<file path="config.mk">
export PLATFORM = sky130hd
export DESIGN_NAME = mr_router
export DESIGN_NICKNAME = d
export VERILOG_FILES = /design/src/rtl/mr_pkg.sv /design/src/rtl/mr_regs.sv /design/src/rtl/mr_cmp.sv /design/src/rtl/mr_prio.sv /design/src/rtl/mr_router.sv
export SDC_FILE = /design/constraint.sdc
export NUM_CORES = 1
export LEC_CHECK = 0
export BUFFER_PORTS_ARGS = -buffer_cell sky130_fd_sc_hd__buf_2
export CAP_MARGIN = 0
export CORE_MARGIN = 2
export CORE_UTILIZATION = 36
export CTS_CLUSTER_DIAMETER = 30
export DETAILED_ROUTE_END_ITERATION = 7
export PLACE_DENSITY = 0.47
export SLEW_MARGIN = 20
export SYNTH_ARGS = -nofsm -noshare
export SYNTH_HDL_FRONTEND = slang
export SYNTH_SLANG_ARGS = --single-unit
</file>
<file path="constraint.sdc">
create_clock -name clk -period 3.2 [get_ports clk]
set_input_delay 0 -clock clk [delete_from_list [all_inputs] [get_ports clk]]
set_output_delay 0 -clock clk [all_outputs]
set_load 0.005 [all_outputs]
</file>
<file path="src/rtl/mr_pkg.sv">
package mr_pkg;
  localparam int ADDR_W  = 40;
  localparam int GRAN_W  = 16;
  localparam int FLD_W   = ADDR_W - GRAN_W;
  localparam int FLD_LSB = 8;
  localparam int WORD_W  = 32;

  // base word bit positions
  localparam int B_RD   = 0;
  localparam int B_WR   = 1;
  localparam int B_CPUX = 2;
  localparam int B_LOCK = 3;
  // limit word bit positions
  localparam int L_NODE = 0;
  localparam int L_LINK = 4;
  localparam int L_NP   = 7;

  localparam logic [WORD_W-1:0] BASE_MASK = 32'hFFFF_FF0F;
  localparam logic [WORD_W-1:0] LIM_MASK  = 32'hFFFF_FFB7;
  localparam logic [1:0]        LINK_RSVD = 2'b11;

  typedef struct packed {
    logic       hit;
    logic [2:0] node;
    logic [1:0] link;
    logic       np;
  } route_t;
endpackage

</file>
<file path="src/rtl/mr_regs.sv">
module mr_regs
  import mr_pkg::*;
#(
  parameter int NPAIR = 8,
  localparam int IDX_W = $clog2(NPAIR)
) (
  input  logic                         clk,
  input  logic                         rst_n,
  input  logic                         cfg_we,
  input  logic [IDX_W:0]               cfg_addr,
  input  logic [WORD_W-1:0]            cfg_wdata,
  output logic [WORD_W-1:0]            cfg_rdata,
  output logic                         cfg_err,
  output logic [NPAIR-1:0][WORD_W-1:0] base_o,
  output logic [NPAIR-1:0][WORD_W-1:0] lim_o
);
  logic [IDX_W-1:0] pick;
  logic             is_lim;
  logic             err_q;

  assign pick   = cfg_addr[IDX_W:1];
  assign is_lim = cfg_addr[0];

  for (genvar i = 0; i < NPAIR; i++) begin : g_pair
    logic [WORD_W-1:0] base_q, lim_q;
    logic              wr_here;

    assign wr_here = cfg_we && (pick == IDX_W'(i)) && !base_q[B_LOCK];

    always_ff @(posedge clk or negedge rst_n) begin
      if (!rst_n) begin
        base_q <= '0;
        lim_q  <= '0;
      end else if (wr_here) begin
        if (is_lim) lim_q  <= cfg_wdata & LIM_MASK;
        else        base_q <= cfg_wdata & BASE_MASK;
      end
    end

    assign base_o[i] = base_q;
    assign lim_o[i]  = lim_q;
  end

  always_ff @(posedge clk or negedge rst_n) begin
    if (!rst_n) err_q <= 1'b0;
    else        err_q <= cfg_we && base_o[pick][B_LOCK];
  end

  assign cfg_err   = err_q;
  assign cfg_rdata = is_lim ? lim_o[pick] : base_o[pick];
endmodule

</file>
<file path="src/rtl/mr_cmp.sv">
module mr_cmp
  import mr_pkg::*;
(
  input  logic [WORD_W-1:0] base_w,
  input  logic [WORD_W-1:0] lim_w,
  input  logic [ADDR_W-1:0] addr,
  input  logic              is_write,
  input  logic              from_cpu,
  output logic              hit
);
  logic [FLD_W-1:0] a_fld, lo, hi;
  logic             dir_ok, cpu_ok, link_ok, in_rng;

  assign a_fld   = addr[ADDR_W-1:GRAN_W];
  assign lo      = base_w[FLD_LSB +: FLD_W];
  assign hi      = lim_w[FLD_LSB +: FLD_W];
  assign dir_ok  = is_write ? base_w[B_WR] : base_w[B_RD];
  assign cpu_ok  = !(from_cpu && base_w[B_CPUX]);
  assign link_ok = lim_w[L_LINK +: 2] != LINK_RSVD;
  assign in_rng  = (a_fld >= lo) && (a_fld <= hi);
  assign hit     = dir_ok && cpu_ok && link_ok && in_rng;
endmodule

</file>
<file path="src/rtl/mr_prio.sv">
module mr_prio
  import mr_pkg::*;
#(
  parameter int NPAIR = 8
) (
  input  logic [NPAIR-1:0]             hits,
  input  logic [NPAIR-1:0][WORD_W-1:0] lim_w,
  input  logic                         is_write,
  output route_t                       route
);
  always_comb begin
    route = '0;
    for (int i = NPAIR - 1; i >= 0; i--) begin
      if (hits[i]) begin
        route.hit  = 1'b1;
        route.node = lim_w[i][L_NODE +: 3];
        route.link = lim_w[i][L_LINK +: 2];
        route.np   = is_write && lim_w[i][L_NP];
      end
    end
  end
endmodule

</file>
<file path="src/rtl/mr_router.sv">
module mr_router
  import mr_pkg::*;
#(
  parameter int NPAIR = 8,
  localparam int IDX_W = $clog2(NPAIR)
) (
  input  logic              clk,
  input  logic              rst_n,
  input  logic              cfg_we,
  input  logic [IDX_W:0]    cfg_addr,
  input  logic [31:0]       cfg_wdata,
  output logic [31:0]       cfg_rdata,
  output logic              cfg_err,
  input  logic              req_valid,
  output logic              req_ready,
  input  logic [39:0]       req_addr,
  input  logic              req_write,
  input  logic              req_cpu,
  output logic              resp_valid,
  input  logic              resp_ready,
  output logic              resp_hit,
  output logic [2:0]        resp_node,
  output logic [1:0]        resp_link,
  output logic              resp_np
);
  logic [NPAIR-1:0][WORD_W-1:0] base_w, lim_w;
  logic [NPAIR-1:0]             hits;
  route_t                       nxt, cur;
  logic                         vld_q;

  mr_regs #(.NPAIR(NPAIR)) u_regs (
    .clk, .rst_n, .cfg_we, .cfg_addr, .cfg_wdata, .cfg_rdata, .cfg_err,
    .base_o(base_w), .lim_o(lim_w)
  );

  for (genvar i = 0; i < NPAIR; i++) begin : g_cmp
    mr_cmp u_cmp (
      .base_w(base_w[i]), .lim_w(lim_w[i]), .addr(req_addr),
      .is_write(req_write), .from_cpu(req_cpu), .hit(hits[i])
    );
  end

  mr_prio #(.NPAIR(NPAIR)) u_prio (
    .hits, .lim_w, .is_write(req_write), .route(nxt)
  );

  assign req_ready = !vld_q || resp_ready;

  always_ff @(posedge clk or negedge rst_n) begin
    if (!rst_n) begin
      vld_q <= 1'b0;
      cur   <= '0;
    end else if (req_valid && req_ready) begin
      vld_q <= 1'b1;
      cur   <= nxt;
    end else if (resp_ready) begin
      vld_q <= 1'b0;
    end
  end

  assign resp_valid = vld_q;
  assign resp_hit   = cur.hit;
  assign resp_node  = cur.node;
  assign resp_link  = cur.link;
  assign resp_np    = cur.np;
endmodule

</file>
## After elaboration in Yosys (flattened, before gate mapping)

Cells that the tools add are included.

- Output and inout bits: 42
- Input port bits: 83
- Flip-flop bits (word level): 473
- Word-level logic and storage cells: 180

- Mux-type cells: 23
- Bitwise gates (word level): 1
- Reduce and logical (&&, ||, !) cells: 102
- Equal/unequal tests: 15
- $lt $le $gt $ge: 17

Operators with widths:

| operator | count |
|---|---|
| binary-select mux 32 bit (select 3 bit) | 2 |
| >= comparator 24 bit | 8 |
| less-or-equal comparator 24 bit | 8 |
| two-way mux 32 bit | 3 |
| logical AND 1 bit | 66 |
| two-way mux 7 bit | 8 |
| AND reduction 2 bit | 16 |
| zero test 1 bit | 17 |
| inequality test 2 bit, second input constant | 8 |
| == test 3 bit, second input constant | 4 |
| two-way mux 1 bit | 10 |
| == test 3 x 2 -> 1 bit, second input constant | 2 |
| less-than comparator 3 x 4 -> 1 bit, second input constant | 1 |
| == test 3 x 1 -> 1 bit, second input constant | 1 |
| zero test 3 bit | 1 |
| nonzero test 2 bit | 1 |
| logical OR 1 bit | 1 |
| NOT 1 bit | 1 |

## Depth between registers and ports, before layout

Gate-level depths: netlist (run 1).

- Word-level depth: 13
- Mapped depth: 13
- Gate-level depth less buffers: 11

## Modules after synthesis

From an unflattened synthesis (run 1), not the netlist that was laid out.

- Cells, all modules: 2773
- Area total of the unflattened synthesis: 31691.6 µm²

Modules (own cells, without submodules):

| module | area each (µm²) | cells each | instances |
|---|---|---|---|
| mr_regs | 21255.4 | 1333 | 1 |
| mr_cmp | 1203.7 | 168 | 8 |
| mr_prio | 469.2 | 78 | 1 |
| mr_router | 337.8 | 18 | 1 |

## Worst setup path before layout (run 1)

Ideal clock, no wire load.

- Kind: register to register
- Start: register u_regs.g_pair[0].lim_q[27]
- End: register cur (netlist bit resp_node[0])
- Buffers on the path: 2
- Data required time: 3.069 ns
- Arrival time: 2.697 ns
- Setup slack: 0.372 ns
- Setup time: 0.131 ns
- Stages on the path, launching flop included: 12
- Cell sequence: dfrtp_1 > inv_1 > ha_1 > and4_1 > nand3_1 > or3_1 > or4_1 > a211o_1 > buf_6 > buf_6 > a311oi_1 > o22ai_1

- Longest elaborated chain between the ends: 4

RTL lines:

| element | RTL line | text |
|---|---|---|
| start, declared | mr_regs.sv:25 | `logic [WORD_W-1:0] base_q, lim_q;` |
| start signal, assigned | mr_regs.sv:35 | `if (is_lim) lim_q <= cfg_wdata & LIM_MASK;` |
| less-or-equal comparator 24 bit | mr_cmp.sv:20 | `assign in_rng = (a_fld >= lo) && (a_fld <= hi);` |
| logical AND 1 bit | mr_cmp.sv:20 |  |
| logical AND 1 bit | mr_cmp.sv:21 | `assign hit = dir_ok && cpu_ok && link_ok && in_rng;` |
| two-way mux 7 bit | mr_prio.sv:14 | `if (hits[i]) begin` |
| end signal, assigned | mr_router.sv:55 | `cur <= nxt;` |
| end, declared | mr_router.sv:28 | `route_t nxt, cur;` |

No other way between the ends.
A chain may end at the register's enable or synchronous reset.

## Final worst setup path (run 1)

- Start: register u_regs.g_pair[0].base_q[27]
- End: register cur (netlist bit resp_link[0])

- Longest elaborated chain between the ends: 4

RTL lines:

| element | RTL line | text |
|---|---|---|
| start, declared | mr_regs.sv:25 |  |
| start signal, assigned | mr_regs.sv:36 | `else base_q <= cfg_wdata & BASE_MASK;` |
| >= comparator 24 bit | mr_cmp.sv:20 |  |
| logical AND 1 bit | mr_cmp.sv:20 |  |
| logical AND 1 bit | mr_cmp.sv:21 |  |
| two-way mux 7 bit | mr_prio.sv:14 |  |

No other way between the ends.

==> results of run 1 <==
==> metal layers <==
metal / share of wire / GRT usage
met1: 0.43 / 0.325
met3: 0.043 / 0.0410
met2: 0.49 / 0.431
met5: 0 / 0
met4: 0.031 / 0.0876
==> stage by stage <==
stage               hold WS (ps)  setup slack [ps]  cell area, sq um  TNS [ps]  instances
global placement             115              -544             33700     -3350       4101
CTS                         68.2             -22.2             39600     -46.9       4412
finish                      92.1              44.6             40000         0       4419
global route                 101             -24.6             40000     -55.4       4418
detailed placement           123              -595             33700     -3440       4101
floorplan                   -296               372             30800         0       2829
==> cells by family after synthesis <==
family,after synthesis,synth area share
AOI/OAI and AO/OA,515,0.104
adders and majority gates,384,0.156
and+or+nand+nor,497,0.0765
other,1,0.000122
buffers and inverters,506,0.0632
DFF,473,0.384
muxes,453,0.217
==> power groups by stage <==
stage	registers (W)	clock network (W)	logic (W)
global route	0.00899	0.0160	0.00929
global placement	0.00878	0	0.00788
detailed placement	0.00884	0	0.00804
finish	0.00880	0.0154	0.00840
floorplan	0.00834	0	0.00517
CTS	0.00878	0.0156	0.00825
==> worst min-delay path: cells and delay by family <==
family                 cells  cell delay (ps)
AOI/OAI and AO/OA          1              110
buffers and inverters      2              660
==> Yosys cell counts (all sizes together), types with 7 or more instances <==
cell    number
mux2       296
o211ai      17
nor2        55
a21oi      107
nand4       68
o22ai        7
nand3       38
dfrtp      473
nand2      231
a21o        41
nor3        24
a221oi      13
nor2b       17
o21ai      211
o21a        11
ha         384
inv        378
a31oi        7
buf         20
mux4       143
a221o       15
and4         8
a211oi      25
nand2b      13
nor4        18
o21bai      11
clkbuf     108
mux2i       14
==> final timing paths <==
check                                                   startpoint                                       to  slack, ps  cells after the start
max reg2reg                u_regs.g_pair[0].base_q[27]$_DFFE_PN0P_                 resp_link[0]$_DFFE_PN0P_         40                     12
min                                                   cfg_wdata[3]   u_regs.g_pair[7].base_q[3]$_DFFE_PN0P_         90                      3
min reg2reg                  u_regs.g_pair[5].lim_q[2]$_DFFE_PN0P_    u_regs.g_pair[5].lim_q[2]$_DFFE_PN0P_        530                      1
min in group asynchronous                                    rst_n   u_regs.g_pair[2].base_q[3]$_DFFE_PN0P_        360                      3
max                        u_regs.g_pair[0].base_q[27]$_DFFE_PN0P_                 resp_link[0]$_DFFE_PN0P_         40                     12
max in group asynchronous                                    rst_n  u_regs.g_pair[6].base_q[16]$_DFFE_PN0P_       2090                      4
==> state kept, by name (all words and copies together), names as in the netlist <==
name and count:
u_regs.g_pair.base_q 224, resp_valid 1, u_regs.g_pair.lim_q 240, resp_hit 1
u_regs.cfg_err 1, resp_node 3, resp_np 1, resp_link 2
==> final cells by class <==
type | count | area (sq um) | area share
tap | 1144 | 1430 | 0.0358
clock buffer | 189 | 4130 | 0.103
antenna | 1 | 2.50 | 0.0000626
clock inverter | 72 | 1160 | 0.0290
timing repair buffer | 312 | 2470 | 0.0617
inverter | 378 | 1420 | 0.0355
sequential | 473 | 11800 | 0.296
multi-input combinational | 1850 | 17500 | 0.439
==> repair_timing <==
item	4_1_cts	5_1_grt
gates resized for setup	26	54
hold buffers	42	0
setup buffers	8	8
hold endpoints to repair	833	0
pin swaps	17	31
endpoints found under the setup margin	7	7
==> out/qor.yml, run 1 <==
synth:
  synth.distinct_cells: 72
  synth_nets: 3296
  syn_area_sq_um: 30800
  synth_top_area_cell: "dfrtp_1"
  synth-edff-count: 0
  synth.yosys.warnings: 0
  ys_top_cells_by_area: "dfrtp_1 (38%), ha_1 (16%), mux2_2 (11%), mux4_2 (10%), inv_1 (4.6%)"
  async_reset_ff_frac: 1.00
  synth_ff_type: "dfrtp_1"
  syn_area_per_cell_sq_um: 10.9
  yosysTopAreaCellShare: 0.384
  ys_ff_latch: 473
  synth_cells: 2829
  synth-seq-area-share: 0.384
setup_path:
  crit_fanout: 10
  required_ps: 3780
  path_buf_inv: 4
  critPathMostFrequentCell: "buf_4"
  endpoint_kind: "register"
  arrival_ps: 3740
  max_stage_delay_ps: 460
  worstPathCellList: "inv_1 -> ha_1 -> and4_1 -> nand3_1 -> nor4_2 -> a211oi_2 -> buf_4 -> a211o_1 -> buf_12 -> buf_4 -> a311oi_2 -> o22ai_1"
  crit_family: "simple AND/OR/NAND/NOR gates"
  slowest_stage: "nor4_2"
  start_kind: "register"
  path_class: "reg2reg"
die:
  num_io_pins: 125
  core_area_sq_um: 85000
  num_rows: 107
  die_area_sq_um: 88000
  die_w_um: 297
  chipHeight_um: 297
  start_util: 0.363
layout:
  num-fill-cells: 7765
  fin_util: 0.470
  mostFrequentLayoutCells: "dfrtp_1 (473), inv_1 (371), ha_1 (371), mux2_2 (296), nand2_1 (225)"
  fin_nets: 3625
  final_common_cell: "dfrtp_1"
  areaGrowthSynthToFinish_pct: 29.6
  drive_gt1_frac: 0.320
clocking:
  cts_buffer_depth: 3
  cts_buffers: 143
  cts.root.buffer_cell: "clkbuf_16"
  cts_tree: "yes"
  clkLatencyLatePin_ps: 730
  h-tree-depth: 4
  clkSlewWorstSetupHoldPaths_ps: 40
  clkSinkCount: 473
drt:
  dr.pass1.iters: 6
  routed_wl_mm: 111
  via_count: 24159
  wire_per_inst_um: 25.0
  vias_per_cell: 5.47
  detail-route-antenna-nets: 0
  first_iter_violations: 1562
  drc_errors: 0
sta:
  hold_viol: 0
  max_freq_ghz: 0.317
  slew_violations: 0
  finalSetupViolCount: 0
  fin_crit_ps: 3160
  fin_skew_ps: 20.3
  grt_setup_unrepaired: "true"
  tightest_slew_ps: 711
  fin_crit_sh: 0.986
  maxSlewHeadroom: 0.526
global_routing:
  grt_pass1_wl_mm: 166
  antenna_found_initial: 2
  grt_pass1_vias: 25427
  grt_usage: 0.253
  grt_max_degree: 68
  overflow: 0
place:
  place.gp.congestion: 0.873
  numPortBuffers: 106
  dp_hpwl_mm: 80.2
power_and_ir_drop:
  p_per_area_nw_per_um2: 816
  switching_share: 0.304
  finalPower_w: 0.0326
  ir_worst_vdd_uv: 683
  seqPwrFrac: 0.270
  p_int_w: 0.0227
  pwr-share-comb: 0.258
  power_frac_clock: 0.473
  power.leakage_nw: 18.5
  power_switching_w: 0.00990
run:
  cap_violations: 0
run_status:
  status: "finished clean"
worst_hold_path:
  min_path_type: "in2reg"
(Power assumes the default switching activity.)
==> run 2: changes to the inputs <==
CAP_MARGIN = unset   (was 0)
CORE_MARGIN = 10   (was 2)
SYNTH_HIERARCHICAL = 1   (was unset)
==> out/qor.yml, run 2 <==
die:
  num_rows: 108  # +0.93%
  core_area_sq_um: 86600  # +1.9%
  start_util: 0.362  # -0.00111
  die_area_sq_um: 99200  # +13%
  die_w_um: 315  # +6.2%
  num_io_pins: 125  # unchanged
  chipHeight_um: 315  # +6.2%
layout:
  largest_register_ffs: 240  # unchanged
  top_register: "u_regs/g_pair.lim_q"
  areaGrowthSynthToFinish_pct: 33.6
  final_cells: 4522  # +2.3%
  drive_gt1_frac: 0.421  # +0.101
  mostFrequentLayoutCells: "dfrtp_1 (473), mux2_2 (420), inv_1 (373), ha_1 (357), buf_4 (332)"
  fin_nets: 3728  # +2.8%
  final_common_cell: "dfrtp_1"
  num-fill-cells: 7812  # +0.61%
  fin_area_sq_um: 41900  # +4.7%
drt:
  routed_wl_mm: 115  # +3.9%
  drc_errors: 0  # unchanged
  detail-route-antenna-nets: 0  # unchanged
  first_iter_violations: 1579  # +1.1%
  vias_per_cell: 5.41  # -1.1%
  dr.pass1.iters: 8  # +2
  wire_per_inst_um: 25.4  # +1.6%
  via_count: 24455  # +1.2%
power_and_ir_drop:
  switching_share: 0.310  # +0.00634
  finalPower_w: 0.0323  # -0.96%
  power_switching_w: 0.0100  # +1.1%
  p_per_area_nw_per_um2: 771  # -5.4%
  p_int_w: 0.0223  # -1.9%
  power.leakage_nw: 19.8  # +6.5%
  power_frac_clock: 0.424  # -0.049
  ir_worst_vdd_uv: 512  # -25%
  seqPwrFrac: 0.272  # +0.002
  pwr-share-comb: 0.304  # +0.046
clocking:
  clkSinkCount: 473  # unchanged
  cts.root.buffer_cell: "clkbuf_16"
  cts_buffer_depth: 3  # unchanged
  cts_tree: "yes"
  clkLatencyLatePin_ps: 710  # -20 ps
  h-tree-depth: 4  # unchanged
  cts_buffers: 141  # -1.4%
  clkSlewWorstSetupHoldPaths_ps: 40  # about the same
sta:
  fin_crit_ps: 3360  # +206 ps
  max_freq_ghz: 0.297  # -6.1%
  setup_ws_ps: -162  # -206 ps
  tightest_slew_ps: 975  # +264 ps
  finalSetupTns_ps: -711  # -711 ps
  slew_violations: 0  # unchanged
  fin_skew_ps: 29.1  # +8.81 ps
  maxSlewHeadroom: 0.350  # -0.176
  fin_crit_sh: 1.05  # +0.0645
  grt_setup_unrepaired: "true"
  hold_viol: 0  # unchanged
  finalSetupViolCount: 6  # +6
worst_hold_path:
  min_path_cells: 5  # +2
  hold_end: "u_regs/g_pair[4].base_q[3]$_DFFE_PN0P_"
  hold_start: "cfg_addr[0]"
  min_path_type: "in2reg"
place:
  place.gp.congestion: 0.902  # +3.4%
  numPortBuffers: 106  # unchanged
  dpl.cell_count: 4223  # +3.0%
  placed_cell_area_sq_um: 35800  # +6.1%
  dp_hpwl_mm: 82.1  # +2.4%
global_routing:
  grt_max_degree: 107  # +57%
  grt_pass1_vias: 26262  # +3.3%
  overflow: 0  # unchanged
  antenna_found_initial: 5  # +3
  grt_usage: 0.230  # -0.0226
  grt_pass1_wl_mm: 171  # +2.8%
synth:
  synth.yosys.warnings: 6  # +6
  synth_nets: 3192  # -3.2%
  synth_cells: 2725  # -3.7%
  syn_area_sq_um: 31300  # +1.6%
  syn_area_per_cell_sq_um: 11.5  # +5.5%
setup_path:
  required_ps: 3770  # about the same
  reg2reg_slack_ps: -160  # -210 ps
  reg2regPathDepth: 15  # +3
  crit_fanout: 4  # -6
  rr_startpoint: "u_regs/g_pair[4].lim_q[25]$_DFFE_PN0P_"
  start_kind: "register"
  endpoint_kind: "register"
  path_class: "reg2reg"
  arrival_ps: 3930  # +190 ps
  rr_endpoint: "resp_node[1]$_DFFE_PN0P_"
run:
  cap_violations: 0  # unchanged
run_status:
  violations: "setup timing"
  status: "finished with violations"
[run 2: power by group through the flow]
stage	clock, W	combinational, W	sequential [W]
5_1_grt	0.0142	0.0108	0.00900
3_3_place_gp	0	0.00900	0.00879
4_1_cts	0.0139	0.00966	0.00879
3_5_place_dp	0	0.00915	0.00884
6_report	0.0137	0.00981	0.00880
2_1_floorplan	0	0.00532	0.00842
[run 2: worst max path at each step]
stage	from	to	slack, ps	depth (start not counted)
after floorplan	u_regs/g_pair[3].lim_q[29]$_DFFE_PN0P_	resp_node[0]$_DFFE_PN0P_	400	12
after global placement	u_regs/g_pair[5].base_q[10]$_DFFE_PN0P_	resp_np$_DFFE_PN0P_	-430	16
after detailed placement	u_regs/g_pair[5].base_q[10]$_DFFE_PN0P_	resp_np$_DFFE_PN0P_	-510	16
after CTS	u_regs/g_pair[3].lim_q[30]$_DFFE_PN0P_	resp_link[1]$_DFFE_PN0P_	-10	13
after global routing	u_regs/g_pair[4].lim_q[25]$_DFFE_PN0P_	resp_node[1]$_DFFE_PN0P_	-300	15
final	u_regs/g_pair[4].lim_q[25]$_DFFE_PN0P_	resp_node[1]$_DFFE_PN0P_	-160	15
[run 2: final cells by class]
| type | count | area (sq um) | share of cell area |
|---|---|---|---|
| antenna | 2 | 5.00 | 0.000120 |
| inverter | 383 | 1440 | 0.0343 |
| timing repair buffer | 511 | 4060 | 0.0969 |
| tap | 1155 | 1450 | 0.0345 |
| multi-input combinational | 1751 | 18400 | 0.439 |
| clock inverter | 47 | 553 | 0.0132 |
| sequential | 473 | 11800 | 0.283 |
| clock buffer | 200 | 4170 | 0.0995 |
[run 2: what timing repair did]
action	CTS	global route
gates cloned	0	0
buffers inserted	10	6
gates resized for setup	98	46
pin swaps	49	26
hold buffers	38	0
setup endpoints to repair	7	7
hold endpoints to repair	946	0
[run 2: per-layer routing]
layer,GRT usage,up-vias,share of wire
li1,-,11042,-
met1,0.286,12563,0.42
met2,0.391,623,0.49
met3,0.0434,225,0.048
met4,0.0898,2,0.036
met5,0,-,0.000061
[run 2: worst max-delay path: stages, from the launching register on]
cell	delay, ps
dfrtp_1	360
inv_1	70
ha_1	290
nand4_1	100
buf_6	150
nor4_4	310
buf_4	170
nand4_1	200
a21oi_2	200
o32ai_2	100
and3_4	230
and2b_2	230
a221o_2	350
a21oi_2	100
o21ai_1	90
mux2_4	280
[run 2: per-stage QoR]
stage,utilization,hold WS (ps),worst slack [ps]
global placement,0.413,-11.2,-432
CTS,0.480,17.3,-10.9
floorplan,-,-296,397
global route,0.483,67.5,-301
finish,0.483,53.5,-162
detailed placement,0.413,-8.28,-513
==> run 3: changes to the inputs <==
CELL_PAD_IN_SITES_DETAIL_PLACEMENT = 1   (was unset)
CELL_PAD_IN_SITES_GLOBAL_PLACEMENT = 2   (was unset)
PLACE_DENSITY = 0.65   (was 0.47)
==> out/qor.yml, run 3 (synthesis gave the netlist of run 2 again) <==
drt:
  drc_errors: 0  # unchanged
  via_count: 24859  # +1.7%
  first_iter_violations: 1248  # -21%
  vias_per_cell: 5.40  # about the same
  dr.pass1.iters: 5  # -3
  routed_wl_mm: 124  # +7.8%
  detail-route-antenna-nets: 0  # unchanged
  wire_per_inst_um: 26.9  # +5.9%
worst_hold_path:
  min_path_cells: 4  # -1
  min_path_type: "in2reg"
layout:
  fin_nets: 3805  # +2.1%
  top_register: "u_regs/g_pair.lim_q"
  mostFrequentLayoutCells: "dfrtp_1 (473), mux2_2 (420), buf_4 (416), inv_1 (377), ha_1 (366)"
  final_common_cell: "dfrtp_1"
  areaGrowthSynthToFinish_pct: 35.1
  num-fill-cells: 9091  # +16%
  fin_util: 0.489  # +0.00540
  largest_register_ffs: 240  # unchanged
  drive_gt1_frac: 0.429  # +0.00864
setup_path:
  path_class: "reg2reg"
  reg2reg_slack_ps: -140  # +30 ps
  worstSetupPathDepth: 15  # unchanged
  endpoint: "resp_link[1]$_DFFE_PN0P_"
  required_ps: 3780  # about the same
  crit_family: "simple AND/OR/NAND/NOR gates"
  reg2regPathDepth: 15  # unchanged
  path_buf_inv: 3  # unchanged
  max_stage_delay_ps: 350  # about the same
  crit_fanout: 4  # unchanged
  rr_startpoint: "u_regs/g_pair[4].lim_q[28]$_DFFE_PN0P_"
  critPathMostFrequentCell: "buf_4"
  slowest_stage: "a221o_2"
  start_kind: "register"
  critPathLaunch: "u_regs/g_pair[4].lim_q[28]$_DFFE_PN0P_"
  endpoint_kind: "register"
  worstPathCellList: "inv_1 -> ha_4 -> nand4_4 -> nor4_2 -> buf_4 -> nand2_4 -> o211ai_1 -> buf_4 -> o32ai_2 -> and3_4 -> and2b_2 -> a221o_2 -> a21oi_2 -> o21ai_1 -> mux2_4"
  arrival_ps: 3920  # about the same
  rr_endpoint: "resp_link[1]$_DFFE_PN0P_"
place:
  dp_hpwl_mm: 88.9  # +8.2%
  place.gp.congestion: 0.898  # -0.43%
  numPortBuffers: 106  # unchanged
global_routing:
  busiest_layer: "met2"
  groute.layer.met3.usage: 0.0346  # -0.00877
  met1_usage: 0.308  # +0.0216
  grt_pass1_wl_mm: 185  # +8.6%
  antenna_found_initial: 2  # -3
  grt_usage: 0.250  # +0.0199
  grt_max_degree: 82  # -23%
  overflow: 0  # unchanged
  grtUsageMet2: 0.436  # +0.0459
  grt_pass1_vias: 28391  # +8.1%
die:
  chipHeight_um: 315  # unchanged
  die_area_sq_um: 99200  # unchanged
  start_util: 0.362  # unchanged
  num_rows: 108  # unchanged
  die_w_um: 315  # unchanged
  num_io_pins: 125  # unchanged
  core_area_sq_um: 86600  # unchanged
sta:
  grt_setup_unrepaired: "true"
  tightest_slew_ps: 844  # -131 ps
  max_freq_ghz: 0.300  # +0.76%
  setup_ws_ps: -136  # +25.4 ps
  hold_viol: 0  # unchanged
  fin_crit_ps: 3340  # -25.4 ps
  finalSetupTns_ps: -606  # +105 ps
  fin_skew_ps: 13.5  # -15.6 ps
  fin_crit_sh: 1.04  # -0.00795
  finalSetupViolCount: 6  # unchanged
  maxSlewHeadroom: 0.437  # +0.0873
  slew_violations: 0  # unchanged
clocking:
  cts.root.buffer_cell: "clkbuf_16"
  cts_buffer_depth: 3  # unchanged
  cts_buffers: 140  # -0.71%
  clkSinkCount: 473  # unchanged
  clkLatencyLatePin_ps: 700  # about the same
  cts_tree: "yes"
  h-tree-depth: 4  # unchanged
  clkSlewWorstSetupHoldPaths_ps: 40  # about the same
power_and_ir_drop:
  ir_worst_vdd_uv: 519  # +1.3%
  power.leakage_nw: 20.1  # +1.8%
  p_per_area_nw_per_um2: 782  # +1.3%
run_status:
  status: "finished with violations"
  violations: "setup timing"
run:
  cap_violations: 0  # unchanged
## run 3: cell count changes in the layout (fill, tap and decap cells not counted), sizes merged, moves of 2 or more
cell,before,now
buf,473,546
inv,385,392
clkinv,29,25
clkinvlp,6,2
dlygate4sd3,37,41
bufinv,10,12
## run 3: worst min-delay path by stage
stage,endpoint,startpoint,slack [ps]
global route,u_regs/g_pair[4].base_q[3]$_DFFE_PN0P_,cfg_addr[0],60
floorplan,resp_hit$_DFFE_PN0P_,rst_n,-300
finish,u_regs/g_pair[4].base_q[3]$_DFFE_PN0P_,cfg_addr[0],50
global placement,u_regs/g_pair[0].base_q[13]$_DFFE_PN0P_,rst_n,50
detailed placement,u_regs/g_pair[0].base_q[13]$_DFFE_PN0P_,rst_n,40
CTS,u_regs/g_pair[4].base_q[3]$_DFFE_PN0P_,cfg_addr[0],4
## run 3: power breakdown
part	internal [W]	switching [W]	leakage, nW
clock network	0.00968	0.00416	2.33
logic	0.00534	0.00511	11.9
registers	0.00757	0.00123	5.83
## run 3: area by class of cell
type                    count  area (sq um)  share of cell area
flip-flops and latches    473         11800               0.280
inverters                 383          1440              0.0340
repair buffers            589          4600               0.109
clock inverters            48           658              0.0155
well taps                1155          1450              0.0341
diodes                      1          2.50           0.0000591
clock buffers             200          4060              0.0959
multi-input cells        1751         18300               0.432
## run 3: layer usage
metal,vias to the layer above,share of wire
met2,564,0.50
met4,0,0.039
met1,12876,0.42
met3,237,0.036
li1,11182,-
met5,-,0
## run 3: metrics by stage
step                instance area [sq um]  power (W)  hold WS, ps  setup WS (ps)  cells
floorplan                           31300     0.0137         -296            397   2725
global placement                    36200     0.0181         47.7           -660   4287
detailed placement                  36200     0.0185         43.9           -759   4287
CTS                                 42200     0.0332         3.94          -94.2   4593
global route                        42300     0.0348         63.3           -275   4600
finish                              42300     0.0331         53.4           -136   4600
## run 3: what timing repair did
item,in CTS,in global routing
cloned,1,0
resized for setup,116,18
hold endpoints to repair,765,0
pin swaps,41,11
setup endpoints to repair,7,7
setup buffers,17,6
hold buffers,42,0
## run 3: worst reg2reg max path, cell delays in order, from the launching register on
cell and delay, ps:
dfrtp_1 340, inv_1 80, ha_4 280, nand4_4 170
nor4_2 300, buf_4 200, nand2_4 90, o211ai_1 200
buf_4 220, o32ai_2 90, and3_4 220, and2b_2 230
a221o_2 350, a21oi_2 110, o21ai_1 80, mux2_4 270
